File: config.mk
export PLATFORM = sky130hd
export DESIGN_NAME = apb_countdown_timer
export DESIGN_NICKNAME = d
export VERILOG_FILES = /design/src/rtl/tmr_pkg.sv /design/src/rtl/tmr_input_sync.sv /design/src/rtl/tmr_tick_select.sv /design/src/rtl/tmr_counter.sv /design/src/rtl/apb_countdown_timer.sv
export SDC_FILE = /design/constraint.sdc
export NUM_CORES = 1
export LEC_CHECK = 0
export ABC_AREA = 1
export BUFFER_PORTS_ARGS = -buffer_cell sky130_fd_sc_hd__buf_2
export CORE_MARGIN = 1.5
export CORE_UTILIZATION = 52
export CTS_BUF_LIST = sky130_fd_sc_hd__clkbuf_16
export CTS_CLUSTER_DIAMETER = 100
export DETAILED_ROUTE_END_ITERATION = 10
export PLACE_DENSITY = 0.78
export SKIP_LAST_GASP = 1
export SYNTH_ARGS = -nofsm -noshare
export SYNTH_HDL_FRONTEND = slang
export SYNTH_SLANG_ARGS = --single-unit
File: constraint.sdc
create_clock -name pclk -period 1.6 [get_ports pclk]
set_input_delay 0.08 -clock pclk [delete_from_list [all_inputs] [get_ports pclk]]
set_output_delay 0.08 -clock pclk [all_outputs]
set_load 0.005 [all_outputs]
File: src/rtl/tmr_pkg.sv
package tmr_pkg;

    localparam int unsigned CTRL_BITS = 4;

    typedef enum logic [1:0] {
        WORD_CTRL   = 2'd0,
        WORD_VALUE  = 2'd1,
        WORD_RELOAD = 2'd2,
        WORD_FLAG   = 2'd3
    } word_sel_e;

    typedef enum logic [1:0] {
        MODE_HALT,
        MODE_FREE,
        MODE_GATED,
        MODE_EDGE
    } count_mode_e;

    typedef struct packed {
        logic irq_en;
        logic edge_clk;
        logic ext_en;
        logic run;
    } ctrl_t;

endpackage

File: src/rtl/tmr_input_sync.sv
module tmr_input_sync #(
    parameter int STAGES = 2
) (
    input  logic clk,
    input  logic rst_n,
    input  logic async_in,
    output logic level,
    output logic rise
);
    logic [STAGES-1:0] chain_q;
    logic              prev_q;

    always_ff @(posedge clk or negedge rst_n) begin
        if (!rst_n) begin
            chain_q <= '0;
            prev_q  <= 1'b0;
        end else begin
            chain_q <= {chain_q[STAGES-2:0], async_in};
            prev_q  <= chain_q[STAGES-1];
        end
    end

    assign level = chain_q[STAGES-1];
    assign rise  = chain_q[STAGES-1] & ~prev_q;
endmodule

File: src/rtl/tmr_tick_select.sv
module tmr_tick_select
    import tmr_pkg::*;
(
    input  ctrl_t       ctrl,
    input  logic        ext_level,
    input  logic        ext_rise,
    output count_mode_e mode,
    output logic        tick
);
    always_comb begin
        if (!ctrl.run)         mode = MODE_HALT;
        else if (ctrl.edge_clk) mode = MODE_EDGE;
        else if (ctrl.ext_en)   mode = MODE_GATED;
        else                    mode = MODE_FREE;
    end

    always_comb begin
        unique case (mode)
            MODE_HALT:  tick = 1'b0;
            MODE_FREE:  tick = 1'b1;
            MODE_GATED: tick = ext_level;
            MODE_EDGE:  tick = ext_rise;
            default:    tick = 1'b0;
        endcase
    end
endmodule

File: src/rtl/tmr_counter.sv
module tmr_counter #(
    parameter int W = 32
) (
    input  logic         clk,
    input  logic         rst_n,
    input  logic         tick,
    input  logic         load_en,
    input  logic [W-1:0] load_data,
    input  logic [W-1:0] reload,
    input  logic         clr_req,
    output logic [W-1:0] value,
    output logic         flag
);
    localparam logic [W-1:0] ONE = W'(1);

    logic step;
    logic hit_zero;

    assign step     = tick & ~load_en;
    assign hit_zero = step & (value == ONE);

    always_ff @(posedge clk or negedge rst_n) begin
        if (!rst_n)             value <= '0;
        else if (load_en)       value <= load_data;
        else if (step) begin
            if (value == '0)    value <= reload;
            else                value <= value - ONE;
        end
    end

    always_ff @(posedge clk or negedge rst_n) begin
        if (!rst_n)        flag <= 1'b0;
        else if (hit_zero) flag <= 1'b1;
        else if (clr_req)  flag <= 1'b0;
    end
endmodule

File: src/rtl/apb_countdown_timer.sv
module apb_countdown_timer
    import tmr_pkg::*;
#(
    parameter int DATA_W      = 32,
    parameter int ADDR_W      = 12,
    parameter int SYNC_STAGES = 2
) (
    input  logic              pclk,
    input  logic              presetn,
    input  logic              psel,
    input  logic              penable,
    input  logic              pwrite,
    input  logic [ADDR_W-1:0] paddr,
    input  logic [DATA_W-1:0] pwdata,
    output logic [DATA_W-1:0] prdata,
    output logic              pready,
    input  logic              ext_in,
    output logic              irq
);
    localparam int WORD_LSB = 2;
    localparam int WORD_MSB = WORD_LSB + 1;

    ctrl_t             ctrl_q;
    logic [DATA_W-1:0] reload_q;
    logic [DATA_W-1:0] value;
    logic              flag;
    logic              ext_level;
    logic              ext_rise;
    logic              tick;
    count_mode_e       mode;
    word_sel_e         word;
    logic              in_range;
    logic              wr_en;
    logic              load_en;
    logic              clr_req;

    assign word     = word_sel_e'(paddr[WORD_MSB:WORD_LSB]);
    assign in_range = (paddr[ADDR_W-1:WORD_MSB+1] == '0);
    assign wr_en    = psel & penable & pwrite & in_range;
    assign load_en  = wr_en & (word == WORD_VALUE);
    assign clr_req  = wr_en & (word == WORD_FLAG) & pwdata[0];
    assign pready   = 1'b1;

    always_ff @(posedge pclk or negedge presetn) begin
        if (!presetn) begin
            ctrl_q   <= '0;
            reload_q <= '0;
        end else if (wr_en) begin
            if (word == WORD_CTRL)   ctrl_q   <= ctrl_t'(pwdata[CTRL_BITS-1:0]);
            if (word == WORD_RELOAD) reload_q <= pwdata;
        end
    end

    always_comb begin
        prdata = '0;
        if (in_range) begin
            unique case (word)
                WORD_CTRL:   prdata = DATA_W'(ctrl_q);
                WORD_VALUE:  prdata = value;
                WORD_RELOAD: prdata = reload_q;
                WORD_FLAG:   prdata = DATA_W'(flag);
                default:     prdata = '0;
            endcase
        end
    end

    assign irq = flag & ctrl_q.irq_en;

    tmr_input_sync #(.STAGES(SYNC_STAGES)) u_sync (
        .clk      (pclk),
        .rst_n    (presetn),
        .async_in (ext_in),
        .level    (ext_level),
        .rise     (ext_rise)
    );

    tmr_tick_select u_tick (
        .ctrl      (ctrl_q),
        .ext_level (ext_level),
        .ext_rise  (ext_rise),
        .mode      (mode),
        .tick      (tick)
    );

    tmr_counter #(.W(DATA_W)) u_counter (
        .clk       (pclk),
        .rst_n     (presetn),
        .tick      (tick),
        .load_en   (load_en),
        .load_data (pwdata),
        .reload    (reload_q),
        .clr_req   (clr_req),
        .value     (value),
        .flag      (flag)
    );
endmodule

-- Word-level counts from Yosys, hierarchy flattened
Index checks and enable logic that the tools add are counted.
- word-level logic and storage cells: 48
- register bits: 72
- bitwise operators: 12
- add/sub/neg operators: 1
- equality and inequality tests: 7
- reductions and logical operators: 8
- muxes and demuxes: 11
- operators with widths (kind ; count):
    two-way mux 32 bit ; 4
    case mux 32 bit (4 select lines) ; 1
    equality test 32 x 1 -> 1 bit, second input constant ; 1
    zero test 32 bit ; 1
    subtractor 32 x 1 -> 32 bit, second input constant ; 1
    bitwise AND 1 bit ; 10
    equality test 2 bit, second input constant ; 4
    zero test 8 bit ; 1
    two-way mux 2 bit ; 3
    equality test 2 x 1 -> 1 bit, second input constant ; 2
    zero test 2 bit ; 2
    case mux 1 bit (4 select lines) ; 1
    AND reduction 2 bit ; 2
    nonzero test 2 bit ; 2
    two-way mux 1 bit ; 2
    inverter 1 bit ; 2

-- Longest topological paths before layout
Gate-level depths: netlist of run 1.
- depth in word-level cells: 8
- mapped depth: 11
- depth with buffers taken out: 11

-- By module
Synthesis of run 1 repeated with hierarchy kept, for this count alone.
- cell total of the unflattened synthesis: 774
- area, all modules: 5252.5 µm²
- modules (own cells, without submodules) (module ; times used ; area each (µm²) ; cells an instance):
    tmr_counter ; 1 ; 2826.5 ; 456
    apb_countdown_timer ; 1 ; 2298.5 ; 302
    tmr_input_sync ; 1 ; 85.1 ; 5
    tmr_tick_select ; 1 ; 42.5 ; 11

-- Worst setup path after synthesis of run 1
Ideal clock, no wire load.
- kind: flip-flop to flip-flop
- from: reg u_counter.value[0]
- to: reg u_counter.value[3]
- arrival: 1.502 ns
- required time: 1.476 ns
- path slack: -0.026 ns
- path buffers: 1
- cell stages (with the launch flop): 11
- setup time: 0.124 ns
- cells stage by stage: dfrtp_1 > inv_1 > ha_1 > nand2_4 > nor2_8 > nand2_4 > nor2_8 > buf_8 > nand2_2 > nand3_1 > nand3_1
- cells in the longest elaborated chain, start to end: 4
- elaborated cells on any way between the ends: 5
- classes of those cells: add/sub (1); mux (3); reduce/logical (1)
- ends and longest elaborated chain (element ; RTL line ; RTL):
    start, declared ; tmr_counter.sv:11 ; output logic [W-1:0] value,
    start signal, assigned ; tmr_counter.sv:24 ; else if (load_en) value <= load_data;
    start signal, assigned ; tmr_counter.sv:26 ; if (value == '0) value <= reload;
    start signal, assigned ; tmr_counter.sv:27 ; else value <= value - ONE;
    subtractor 32 x 1 -> 32 bit / zero test 32 bit (equally long branches) ; tmr_counter.sv:27, tmr_counter.sv:26 ;
    two-way mux 32 bit * ; tmr_counter.sv:26 ;
    two-way mux 32 bit * ; tmr_counter.sv:25 ; else if (step) begin
    two-way mux 32 bit * ; tmr_counter.sv:24 ;
Mark *: on every way between the ends. The rest lies on a longest branch, timed or not. The select of a mux whose other input is x is not followed.
A chain may end at the register's enable or synchronous reset.

-- Worst setup path after layout of run 1
- from: reg u_counter.value[9]
- to: reg u_counter.value[13]
Same word-level chain as after synthesis.

==> results of run 1 <==
sequential cells by signal, summed over array words and instances (netlist names):
| register | cells |
|---|---|
| ctrl_q | 4 |
| reload_q | 32 |
| u_counter.flag | 1 |
| u_counter.value | 32 |
| u_sync.chain_q | 2 |
| u_sync.prev_q | 1 |
layout make-up:
class                           instances  area (um2)
Timing Repair Buffer                  185        1360
Clock buffer                            9         225
Clock inverter                          4        15.0
Tap cell                              129         161
Multi-Input combinational cell        553        2870
Sequential cell                        72        1810
Fill cell                             665        2380
Inverter                              114         428
synth_stat cells (9+ instances only):
library cell / count
sky130_fd_sc_hd__nand2_1: 238
sky130_fd_sc_hd__inv_1: 110
sky130_fd_sc_hd__nand3_1: 76
sky130_fd_sc_hd__dfrtp_1: 72
sky130_fd_sc_hd__nor2_1: 71
sky130_fd_sc_hd__o21ai_0: 59
sky130_fd_sc_hd__a21oi_1: 45
sky130_fd_sc_hd__buf_2: 15
sky130_fd_sc_hd__o21ai_1: 15
sky130_fd_sc_hd__xor2_1: 13
sky130_fd_sc_hd__nand2_2: 11
sky130_fd_sc_hd__clkbuf_1: 9
worst paths after layout:
kind                                    start             endpoint  slack, ns  cells past startpoint
setup / recovery           u_counter.value[9]  u_counter.value[13]      -0.07                      9
min in group asynchronous             presetn         reload_q[17]       0.32                      3
hold / removal                      pwdata[2]   u_counter.value[2]     -0.004                      3
setup reg to reg           u_counter.value[9]  u_counter.value[13]      -0.07                      9
hold reg to reg             u_sync.chain_q[0]    u_sync.chain_q[1]       0.35                      0
max in group asynchronous             presetn   u_counter.value[5]       0.95                      3
placed cells by master, fill, tap and decap left out, types with 10 or more instances in the layout:
cell type	n
sky130_fd_sc_hd__inv_1	105
sky130_fd_sc_hd__buf_2	80
sky130_fd_sc_hd__nand2_2	22
sky130_fd_sc_hd__o21ai_0	55
sky130_fd_sc_hd__nand2_1	222
sky130_fd_sc_hd__a21oi_1	41
sky130_fd_sc_hd__xor2_1	12
sky130_fd_sc_hd__clkbuf_16	10
sky130_fd_sc_hd__nand3_2	18
sky130_fd_sc_hd__nand3_1	58
sky130_fd_sc_hd__dlygate4sd3_1	29
sky130_fd_sc_hd__nor2_1	47
sky130_fd_sc_hd__o21ai_1	19
sky130_fd_sc_hd__nor2_2	20
sky130_fd_sc_hd__buf_4	68
sky130_fd_sc_hd__nor2_4	12
sky130_fd_sc_hd__dfrtp_1	69
cell families after synthesis:
logic type               share of synthesized area [%]
adder cells (fa/ha/maj)                          0.506
other                                           0.0759
XOR/XNOR                                          2.30
flip-flops                                        36.5
buffers and inverters                             12.1
AO/OA/AOI/OAI                                     12.8
AND/OR/NAND/NOR                                   35.8
where the power goes:
group          total, mW  internal, mW  switching (mW)
clock               1.76          1.00           0.756
combinational       2.45         0.987            1.47
sequential          1.89          1.86          0.0337
total               6.11          3.85            2.26
per-stage QoR:
stage               area, um2  setup slack (ns)  hold WS (ns)  utilization [%]  setup TNS [ns]
finish                   6860           -0.0698      -0.00383             74.2          -0.799
global route             6860            -0.131        0.0195             74.2           -2.48
global placement         5850            0.0200         0.145             63.3               0
CTS                      6540           -0.0221       0.00428             70.8         -0.0485
floorplan                4940           0.00101        -0.216                -               0
detailed placement       5850           -0.0620         0.148             63.3          -0.489
routing by layer:
metal	wire length, um	vias to the layer above	share of wire (%)
met5	0	-	0
met4	640	0	3.9
met3	1340	77	8.1
met2	8210	359	49
met1	6410	2763	39
li1	-	2725	-
worst register-to-register path, stage by stage (launching register included):
cell and delay (ns):
sky130_fd_sc_hd__dfrtp_2 0.45, sky130_fd_sc_hd__nor2_2 0.23, sky130_fd_sc_hd__nand2_1 0.18, sky130_fd_sc_hd__nor2_2 0.15
sky130_fd_sc_hd__nand2_2 0.13, sky130_fd_sc_hd__inv_2 0.11, sky130_fd_sc_hd__nand2_1 0.06, sky130_fd_sc_hd__nand3_1 0.11
sky130_fd_sc_hd__nand3_2 0.10, sky130_fd_sc_hd__nand2_1 0.09
what timing repair did:
action                                  CTS  global route
pin swaps                                15            28
endpoints found under the setup margin   32            33
resized for setup                        21            75
gates cloned                              1             1
hold buffers                             29             0
setup buffers                             8             9
hold endpoints to repair                106             0
==> tab_implementation.tex, run 1 <==
\begin{tabular}{lr}
\hline
Metric & Value \\
\hline
\multicolumn{2}{l}{\textbf{Yosys}} \\
\quad Fraction of synthesized cell area taken by the top area cell type & a little over a third \\
\quad Leading post-synthesis cells by cell area & sky130\_fd\_sc\_hd\_\_dfrtp\_1, sky130\_fd\_sc\_hd\_\_nand2\_1, sky130\_fd\_sc\_hd\_\_inv\_1 \\
\quad Cell count after synthesis & around 770 \\
\quad Netlist cell types & 29 \\
\quad FFs w/ async S/R, synth & 100\% \\
\quad Synthesized area per cell & 6.44 um2 \\
\quad Post-Syn Area & a little under 0.005 mm2 \\
\quad Sequential area share after synthesis & a little over a third \\
\quad Post-synth top area cell & sky130\_fd\_sc\_hd\_\_dfrtp\_1 \\
\quad Number of nets in the synthesized netlist & 820 \\
\quad Count of yosys warnings during synthesis & 0 \\
\quad Post-synth EDFFs & 0 \\
\quad Post-synthesis register bit count & a little over 70 \\
\quad Top flip-flop cell by instance count after synthesis & sky130\_fd\_sc\_hd\_\_dfrtp\_1 \\
\multicolumn{2}{l}{\textbf{Placed design}} \\
\quad Count of buffers from port buffering & 80 \\
\quad Placed Cells incl. Taps & roughly 1000 \\
\quad Final RePlAce weighted congestion & about 0.95 \\
\quad Half-perimeter wire length after detailed placement & 10600 um \\
\multicolumn{2}{l}{\textbf{Status}} \\
\quad Result of the run & finished with violations \\
\quad Violated checks & negative hold slack, negative setup slack \\
\multicolumn{2}{l}{\textbf{Routing}} \\
\quad Routed length per placed instance & 15.6 um \\
\quad Final WL & 16600 um \\
\quad Number of DRC markers in iteration 0 & 563 \\
\quad Vias post-DR & 5924 \\
\quad DRC violations left & 0 \\
\quad Count of TritonRoute iterations in the first routing pass & 6 \\
\quad Number of nets with antenna violations after routing & 0 \\
\quad Via density per instance & around 5.6 \\
\multicolumn{2}{l}{\textbf{Floorplanning}} \\
\quad Row count & 35 \\
\quad Num ports & 84 \\
\quad Die H & roughly 100 um \\
\quad Horizontal extent of the die & 100 um \\
\quad Die area & around 0.010 mm2 \\
\quad Initial standard-cell utilization of the core & between 50\% and 60\% \\
\quad Core Region & $\sim$0.0092 mm2 \\
\multicolumn{2}{l}{\textbf{Layout}} \\
\quad Final Net Count & around 990 \\
\quad Count of placed standard cells in the final layout, fillers left out & between 1000 and 1500 \\
\quad Fraction of layout instances using a drive strength above 1 & between 20\% and 30\% \\
\quad Area overhead of the layout relative to synthesis & 38.8\% \\
\quad Antenna cells & 0 \\
\multicolumn{2}{l}{\textbf{Critical path}} \\
\quad Arrival time at the worst endpoint & just under 2 ns \\
\quad Worst Path Required & 1.87 ns \\
\quad Chain of cells forming the critical path & nor2\_2, nand2\_1, nor2\_2, nand2\_2, inv\_2, nand2\_1, nand3\_1, nand3\_2, nand2\_1 \\
\quad Critical Setup Path Class & flip-flop to flip-flop \\
\quad Peak fanout along the critical path & 5 \\
\quad Crit end category & flip-flop \\
\quad Delay of the slowest cell on the worst path & between 0.4 and 0.5 ns \\
\quad Critical path startpoint category & flip-flop \\
\quad Top cell by count, worst path & sky130\_fd\_sc\_hd\_\_nand2\_1 \\
\quad Buffer and inverter count on the worst path & 1 \\
\quad Largest delay share family, worst path & simple AND/OR/NAND/NOR gates \\
\quad Worst path slowest cell & sky130\_fd\_sc\_hd\_\_dfrtp\_2 \\
\multicolumn{2}{l}{\textbf{Power and ir drop}} \\
\quad Areal power density over the cells & roughly 900 mW/mm2 \\
\quad Design Power & between 6 and 7 mW \\
\quad Peak VDD IR & 644 uV \\
\quad Leakage power figure & about 3.7 nW \\
\multicolumn{2}{l}{\textbf{Timing}} \\
\quad Achievable clock frequency & around 600 MHz \\
\quad Final worst slack & -0.0698 ns \\
\quad Slew margin rel. & between 60 and 70\% \\
\quad Final number of hold-violating endpoints & 2 \\
\quad Fin crit period & 1.67 ns \\
\quad Setup repair after global routing missed its margin & yes \\
\quad Max-slew violation count & 0 \\
\quad Period Utilization, post-route & 104\% \\
\quad Setup-violating endpoint count in the final report & 25 \\
\quad Worst Tran Pin Value & 0.549 ns \\
\quad Setup skew after layout & just over 0.008 ns \\
\quad Worst hold slack after final layout & -0.00383 ns \\
\multicolumn{2}{l}{\textbf{Clocking}} \\
\quad Largest buffer count on any clock path & 2 \\
\quad H-tree depth reported by CTS & 3 \\
\quad Clock latency at the later pin of the worst-skew pair & 0.33 ns \\
\quad CTS tree & built \\
\quad Clk sink count & 72 \\
\quad Root Driver & sky130\_fd\_sc\_hd\_\_clkbuf\_16 \\
\quad Clock edge transition at the registers on the reported setup and hold paths & around 0.05 ns \\
\quad TritonCTS buffer count & 9 \\
\multicolumn{2}{l}{\textbf{Global route}} \\
\quad Wire length of the first global-routing pass & between 20000 and 25000 um \\
\quad Number of global-route vias before repair & approximately 5500 \\
\quad GR met2 Demand/Resource & between 50\% and 60\% \\
\quad Maximum number of pins on one net before global-route repair & 73 \\
\quad Overall global routing resource usage & a little under a third \\
\quad Leftover overflow at the end of global routing & 0 \\
\quad Peak-usage layer in the global routing report & met2 \\
\quad GRT met1 Usage & approximately 37\% \\
\quad GRT met3 Usage & under 10\% \\
\quad Number of antenna violations at the first check in global routing & 0 \\
\multicolumn{2}{l}{\textbf{Job}} \\
\quad Max Cap Viol & 0 \\
\multicolumn{2}{l}{\textbf{Hold path}} \\
\quad Worst hold path type & input port to flip-flop \\
\hline
\end{tabular}
Power figures use the tool's default switching activity.
==> inputs of run 2 (changes only) <==
--- a/config.mk
+++ b/config.mk
@@ -12,8 +12,10 @@
 export CTS_BUF_LIST = sky130_fd_sc_hd__clkbuf_16
 export CTS_CLUSTER_DIAMETER = 100
 export DETAILED_ROUTE_END_ITERATION = 10
-export PLACE_DENSITY = 0.78
+export HOLD_SLACK_MARGIN = 0.02
+export PLACE_DENSITY = 0.88
 export SKIP_LAST_GASP = 1
 export SYNTH_ARGS = -nofsm -noshare
 export SYNTH_HDL_FRONTEND = slang
+export SYNTH_HIERARCHICAL = 1
 export SYNTH_SLANG_ARGS = --single-unit
==> tab_implementation.tex, run 2 <==
\begin{tabular}{lr}
\hline
Metric & Value \\
\hline
\multicolumn{2}{l}{\textbf{Status}} \\
\quad Result of the run & finished with violations \\
\quad Violated checks & negative setup slack \\
\multicolumn{2}{l}{\textbf{Layout}} \\
\quad Count of placed standard cells in the final layout, fillers left out & $\sim$1100 \\
\quad Final Net Count & roughly 980 \\
\quad Leading registers by flop count & reload\_q (32), u\_counter/value (32), ctrl\_q (4) \\
\quad Most frequent cells in the layout & sky130\_fd\_sc\_hd\_\_nand2\_1, sky130\_fd\_sc\_hd\_\_buf\_2, sky130\_fd\_sc\_hd\_\_inv\_1, sky130\_fd\_sc\_hd\_\_dfrtp\_1, sky130\_fd\_sc\_hd\_\_buf\_4 \\
\quad Leading cell type in the layout, fill and taps excluded & sky130\_fd\_sc\_hd\_\_nand2\_1 \\
\quad Fraction of layout instances using a drive strength above 1 & 29.8\% \\
\quad Antenna cells & 0 \\
\quad Area overhead of the layout relative to synthesis & 33.1\% \\
\quad Final cell area excluding filler cells & 0.00697 mm2 \\
\multicolumn{2}{l}{\textbf{Power and ir drop}} \\
\quad Leakage power figure & between 3 and 4 nW \\
\quad Switching power as a share of total power & between 30\% and 40\% \\
\quad Peak VDD IR & $\sim$810 uV \\
\quad Portion of total power attributed to combinational logic & 46.1\% \\
\quad Design Power & 7.33 mW \\
\quad Areal power density over the cells & 1050 mW/mm2 \\
\quad Sequential Power Share & a little over a quarter \\
\quad Clk pwr share & approximately 28\% \\
\quad Internal power consumption & about 4.4 mW \\
\quad Sw power & a little under 3 mW \\
\multicolumn{2}{l}{\textbf{Yosys}} \\
\quad Synthesized area per cell & just under 7 um2 \\
\quad Post-Syn Area & 0.00524 mm2 \\
\quad Number of nets in the synthesized netlist & $\sim$820 \\
\quad Cell count after synthesis & between 700 and 800 \\
\quad Count of yosys warnings during synthesis & 6 \\
\multicolumn{2}{l}{\textbf{Clocking}} \\
\quad Clk sink count & 72 \\
\quad Largest buffer count on any clock path & 2 \\
\quad TritonCTS buffer count & 9 \\
\quad Clock edge transition at the registers on the reported setup and hold paths & $\sim$0.06 ns \\
\quad Clock latency at the later pin of the worst-skew pair & about 0.34 ns \\
\quad Root Driver & sky130\_fd\_sc\_hd\_\_clkbuf\_16 \\
\quad H-tree depth reported by CTS & 3 \\
\quad CTS tree & built \\
\multicolumn{2}{l}{\textbf{Critical path}} \\
\quad Critical Setup Path Class & flip-flop to flip-flop \\
\quad Peak fanout along the critical path & 5 \\
\quad Critical path startpoint category & flip-flop \\
\quad Delay of the slowest cell on the worst path & between 0.4 and 0.5 ns \\
\quad Worst path slowest cell & sky130\_fd\_sc\_hd\_\_dfrtp\_1 \\
\quad Worst Path Required & around 1.8 ns \\
\quad Top cell by count, worst path & sky130\_fd\_sc\_hd\_\_nand2\_1 \\
\quad Arrival time at the worst endpoint & approximately 1.8 ns \\
\quad Crit end category & flip-flop \\
\quad Chain of cells forming the critical path & nor2\_2, nand2\_2, buf\_4, nor2\_1, nand2\_1, nor3\_1, nor2\_1, nand2\_1, nand2\_1 \\
\multicolumn{2}{l}{\textbf{Timing}} \\
\quad Max-slew violation count & 0 \\
\quad Setup-violating endpoint count in the final report & 2 \\
\quad Worst hold slack after final layout & just under 0.02 ns \\
\quad Setup repair after global routing missed its margin & yes \\
\quad Final number of hold-violating endpoints & 0 \\
\quad Fin crit period & 1.61 ns \\
\quad Period Utilization, post-route & 101\% \\
\quad Setup skew after layout & 0.00736 ns \\
\quad Final worst slack & -0.0148 ns \\
\quad Achievable clock frequency & a little over 600 MHz \\
\multicolumn{2}{l}{\textbf{Hold path}} \\
\quad Worst hold path type & input port to flip-flop \\
\multicolumn{2}{l}{\textbf{Job}} \\
\quad Max Cap Viol & 0 \\
\multicolumn{2}{l}{\textbf{Placed design}} \\
\quad Count of buffers from port buffering & 80 \\
\quad Final RePlAce weighted congestion & roughly 0.95 \\
\quad Setup Slack @ Placement & -0.0404 ns \\
\quad Placed Cells incl. Taps & just over 1000 \\
\quad Half-perimeter wire length after detailed placement & about 11000 um \\
\quad Instance area after placement & about 0.0062 mm2 \\
\multicolumn{2}{l}{\textbf{Routing}} \\
\quad Final WL & $\sim$16000 um \\
\quad Via density per instance & between 5 and 6 \\
\quad Vias post-DR & roughly 5800 \\
\quad Routed length per placed instance & between 10 and 15 um \\
\quad Number of DRC markers in iteration 0 & 375 \\
\quad Number of nets with antenna violations after routing & 0 \\
\quad Count of TritonRoute iterations in the first routing pass & 6 \\
\quad DRC violations left & 0 \\
\multicolumn{2}{l}{\textbf{Floorplanning}} \\
\quad Num ports & between 80 and 90 \\
\quad Core Region & approximately 0.0098 mm2 \\
\quad Die area & between 0.01 and 0.015 mm2 \\
\quad Initial standard-cell utilization of the core & about 54\% \\
\quad Horizontal extent of the die & around 100 um \\
\quad Die H & between 100 and 150 um \\
\quad Row count & 36 \\
\multicolumn{2}{l}{\textbf{Global route}} \\
\quad Overall global routing resource usage & between 30\% and 40\% \\
\quad Maximum number of pins on one net before global-route repair & 58 \\
\quad Number of global-route vias before repair & between 5000 and 6000 \\
\quad Number of antenna violations at the first check in global routing & 0 \\
\quad Leftover overflow at the end of global routing & 0 \\
\quad Wire length of the first global-routing pass & 25300 um \\
\hline
\end{tabular}
## run 2: final timing paths
check                                          from             endpoint  cells past startpoint  slack [ns]
worst max-delay path            u_counter/value[13]  u_counter/value[28]                      9       -0.01
min in group asynchronous                   presetn         reload_q[31]                      2        0.19
worst max register to register  u_counter/value[13]  u_counter/value[28]                      9       -0.01
worst min-delay path                     pwdata[31]         reload_q[31]                      3        0.02
worst min register to register    u_sync/chain_q[0]    u_sync/chain_q[1]                      0        0.36
max in group asynchronous                   presetn  u_counter/value[22]                      3        0.76
## run 2: timing repair
action                                 in CTS  in global routing
pin swaps                                   1                 11
hold buffers                               31                  1
endpoints found under the hold margin      69                  1
gates resized for setup                    11                 50
setup endpoints to repair                  33                 33
buffers inserted                            0                  2
## run 2: final cells by class
cell class                      count  area [um2]
Multi-Input combinational cell    579        2990
Clock inverter                      7        72.6
Tap cell                          133         166
Timing Repair Buffer              189        1400
Fill cell                         766        2800
Clock buffer                        9         225
Inverter                           80         303
Sequential cell                    72        1810
## run 2: metrics by stage
stage | setup TNS, ns | util (%)
after CTS | -0.0156 | 69.7
after floorplan | -0.243 | -
after global routing | -3.06 | 71.3
after detailed placement | -0.614 | 63.1
after global placement | 0 | 63.1
final | -0.0287 | 71.3
## run 2: critical path: cells and delay by family, from the launching register on
kind / cells / cell delay (ns)
AND/OR/NAND/NOR: 8 / 0.90
buffers and inverters: 1 / 0.15
flip-flops: 1 / 0.45
## run 2: routing by layer
metal / part of all wire [%] / vias to the layer above / wire length (um) / global-route usage (%)
met1: 42 / 2684 / 6670 / 40.3
met2: 49 / 251 / 7760 / 51.1
met4: 2.4 / 0 / 374 / 10.7
li1: - / 2803 / - / -
met5: 0 / - / 0 / 0
met3: 5.8 / 43 / 915 / 4.70
## run 2: power groups by stage
stage | sequential, mW | combinational (mW) | clock, mW
3_3_place_gp | 1.94 | 2.99 | 0
6_report | 1.92 | 3.38 | 2.03
2_1_floorplan | 1.95 | 2.02 | 0
4_1_cts | 1.91 | 3.19 | 2.04
3_5_place_dp | 1.94 | 3.06 | 0
5_1_grt | 1.92 | 3.74 | 2.12
==> inputs of run 3 (changes only) <==
--- a/config.mk
+++ b/config.mk
@@ -13,7 +13,7 @@
 export CTS_CLUSTER_DIAMETER = 100
 export DETAILED_ROUTE_END_ITERATION = 10
 export HOLD_SLACK_MARGIN = 0.02
-export PLACE_DENSITY = 0.88
+export PLACE_DENSITY = 0.79
 export SKIP_LAST_GASP = 1
 export SYNTH_ARGS = -nofsm -noshare
 export SYNTH_HDL_FRONTEND = slang
==> tab_implementation.tex, run 3 (synthesis gave the netlist of run 2 again) <==
\begin{tabular}{lr}
\hline
Metric & Value \\
\hline
\multicolumn{2}{l}{\textbf{Status}} \\
\quad Result of the run & finished with violations \\
\quad Violated checks & negative setup slack \\
\multicolumn{2}{l}{\textbf{Clocking}} \\
\quad Clock latency at the later pin of the worst-skew pair & 0.33 ns \\
\quad Largest buffer count on any clock path & 2 \\
\quad TritonCTS buffer count & 9 \\
\quad H-tree depth reported by CTS & 3 \\
\quad CTS tree & built \\
\quad Clock edge transition at the registers on the reported setup and hold paths & 0.05 ns \\
\quad Root Driver & sky130\_fd\_sc\_hd\_\_clkbuf\_16 \\
\quad Clk sink count & 72 \\
\multicolumn{2}{l}{\textbf{Placed design}} \\
\quad Half-perimeter wire length after detailed placement & roughly 10000 um \\
\quad Count of buffers from port buffering & 80 \\
\quad Setup Slack @ Placement & -0.0819 ns \\
\quad Final RePlAce weighted congestion & $\sim$0.96 \\
\quad Placed Cells incl. Taps & between 1000 and 1500 \\
\multicolumn{2}{l}{\textbf{Layout}} \\
\quad Leading registers by flop count & reload\_q (32), u\_counter/value (32), ctrl\_q (4) \\
\quad Antenna cells & 0 \\
\quad Fraction of layout instances using a drive strength above 1 & between 30 and 40\% \\
\quad Count of placed standard cells in the final layout, fillers left out & about 1100 \\
\quad Most frequent cells in the layout & sky130\_fd\_sc\_hd\_\_nand2\_1, sky130\_fd\_sc\_hd\_\_buf\_4, sky130\_fd\_sc\_hd\_\_buf\_2, sky130\_fd\_sc\_hd\_\_inv\_1, sky130\_fd\_sc\_hd\_\_dfrtp\_1 \\
\quad Final Net Count & around 1000 \\
\quad Leading cell type in the layout, fill and taps excluded & sky130\_fd\_sc\_hd\_\_nand2\_1 \\
\quad Area overhead of the layout relative to synthesis & 34.5\% \\
\multicolumn{2}{l}{\textbf{Timing}} \\
\quad Max-slew violation count & 0 \\
\quad Achievable clock frequency & 589 MHz \\
\quad Worst hold slack after final layout & 0.0353 ns \\
\quad Setup repair after global routing missed its margin & yes \\
\quad Period Utilization, post-route & 106\% \\
\quad Final-layout setup total negative slack & -0.105 ns \\
\quad Fin crit period & $\sim$1.7 ns \\
\quad Setup skew after layout & 0.00715 ns \\
\quad Final worst slack & -0.0967 ns \\
\quad Final number of hold-violating endpoints & 0 \\
\quad Setup-violating endpoint count in the final report & 2 \\
\multicolumn{2}{l}{\textbf{Routing}} \\
\quad Uppermost layer routed & met4 \\
\quad DRC violations left & 0 \\
\quad Count of TritonRoute iterations in the first routing pass & 5 \\
\quad Final WL & roughly 16000 um \\
\quad Via density per instance & roughly 5.4 \\
\quad Vias post-DR & between 5000 and 6000 \\
\quad Sum of met2 wire segment lengths after detailed routing & 7520 um \\
\quad Number of DRC markers in iteration 0 & $\sim$510 \\
\quad Routed length on met3 & 1140 um \\
\quad Routed length per placed instance & 14.5 um \\
\quad Number of nets with antenna violations after routing & 0 \\
\quad Met1 Wirelength & approximately 6800 um \\
\multicolumn{2}{l}{\textbf{Critical path}} \\
\quad R2R cell count & 9 \\
\quad Peak fanout along the critical path & 5 \\
\quad Largest delay share family, worst path & simple AND/OR/NAND/NOR gates \\
\quad Critical Setup Path Class & flip-flop to flip-flop \\
\quad Delay of the slowest cell on the worst path & $\sim$0.38 ns \\
\quad Worst Path Required & 1.82 ns \\
\quad Worst path depth & 9 \\
\quad Register-to-Register Setup Slack & -0.1 ns \\
\quad Buffer and inverter count on the worst path & 1 \\
\quad Top cell by count, worst path & sky130\_fd\_sc\_hd\_\_nand2\_1 \\
\quad Chain of cells forming the critical path & buf\_4, nor2\_1, nand2\_1, nor2\_2, nand2\_1, o21ai\_0, nand3\_1, nand2\_1, nand2\_1 \\
\quad Worst path slowest cell & sky130\_fd\_sc\_hd\_\_dfrtp\_1 \\
\quad Crit end category & flip-flop \\
\quad Critical path startpoint category & flip-flop \\
\quad Arrival time at the worst endpoint & between 1.5 and 2 ns \\
\multicolumn{2}{l}{\textbf{Power and ir drop}} \\
\quad Peak VDD IR & 735 uV \\
\quad Leakage power figure & 3.80 nW \\
\quad Design Power & between 7 and 8 mW \\
\quad Areal power density over the cells & about 1000 mW/mm2 \\
\multicolumn{2}{l}{\textbf{Hold path}} \\
\quad Worst hold path type & input port to flip-flop \\
\quad Number of cells on the worst hold path & 3 \\
\multicolumn{2}{l}{\textbf{Job}} \\
\quad Max Cap Viol & 0 \\
\multicolumn{2}{l}{\textbf{Floorplanning}} \\
\quad Horizontal extent of the die & 103 um \\
\quad Die area & 0.0107 mm2 \\
\quad Initial standard-cell utilization of the core & 53.6\% \\
\quad Row count & 36 \\
\quad Num ports & 84 \\
\quad Core Region & slightly below 0.01 mm2 \\
\quad Die H & slightly above 100 um \\
\multicolumn{2}{l}{\textbf{Global route}} \\
\quad Overall global routing resource usage & 29.7\% \\
\quad Number of antenna violations at the first check in global routing & 0 \\
\quad Wire length of the first global-routing pass & around 25000 um \\
\quad Maximum number of pins on one net before global-route repair & 73 \\
\quad Number of global-route vias before repair & approximately 5200 \\
\quad Leftover overflow at the end of global routing & 0 \\
\hline
\end{tabular}
run 3: cell count changes in the layout (fill, tap and decap cells not counted), sizes merged:
cell         before  now
buf             157  171
clkinv            5    2
dlygate4sd3      32   29
nand2           306  308
bufinv            1    0
inv              79   85
clkinvlp          2    0
run 3: power breakdown:
group	total (mW)	leakage (nW)	switching [mW]	internal [mW]
combinational	3.67	2.67	2.20	1.47
clock	1.72	0.144	0.707	1.01
sequential	1.92	0.984	0.0481	1.87
total	7.31	3.80	2.96	4.35
run 3: through the flow:
stage	instance area, um2	utilization (%)
final	7040	72.0
after global routing	7040	72.0
after CTS	6840	70.0
after detailed placement	6240	63.9
after global placement	6240	63.9
after floorplan	5250	-
run 3: what timing repair did:
item | CTS | global route
cloned | 0 | 2
resized for setup | 11 | 47
pin swaps | 2 | 13
setup buffers | 2 | 7
hold buffers | 29 | 0
endpoints found under the setup margin | 32 | 33
endpoints found under the hold margin | 121 | 0
run 3: worst min-delay path: cells and delay by family:
kind,cells,cell delay [ns]
buffers and inverters,1,0.11
and+or+nand+nor,2,0.12
run 3: final timing paths:
path,to,from
max,u_counter/value[29],u_counter/value[18]
min,reload_q[9],pwdata[9]
max reg2reg,u_counter/value[29],u_counter/value[18]
min reg2reg,u_sync/chain_q[1],u_sync/chain_q[0]
max in group asynchronous,u_counter/value[3],presetn
min in group asynchronous,reload_q[19],presetn
run 3: per-layer routing:
metal	vias to the layer above	global-route usage [%]
met5	-	0
met4	0	6.44
met3	29	4.70
met2	259	49.1
met1	2680	41.2
li1	2825	-
run 3: cell type report:
| class | count | area, um2 |
|---|---|---|
| inverter | 80 | 305 |
| tap | 133 | 166 |
| clock inverter | 7 | 26.3 |
| clock buffer | 9 | 225 |
| multi-input combinational | 581 | 3020 |
| fill | 777 | 2730 |
| timing repair buffer | 200 | 1490 |
| sequential | 72 | 1810 |
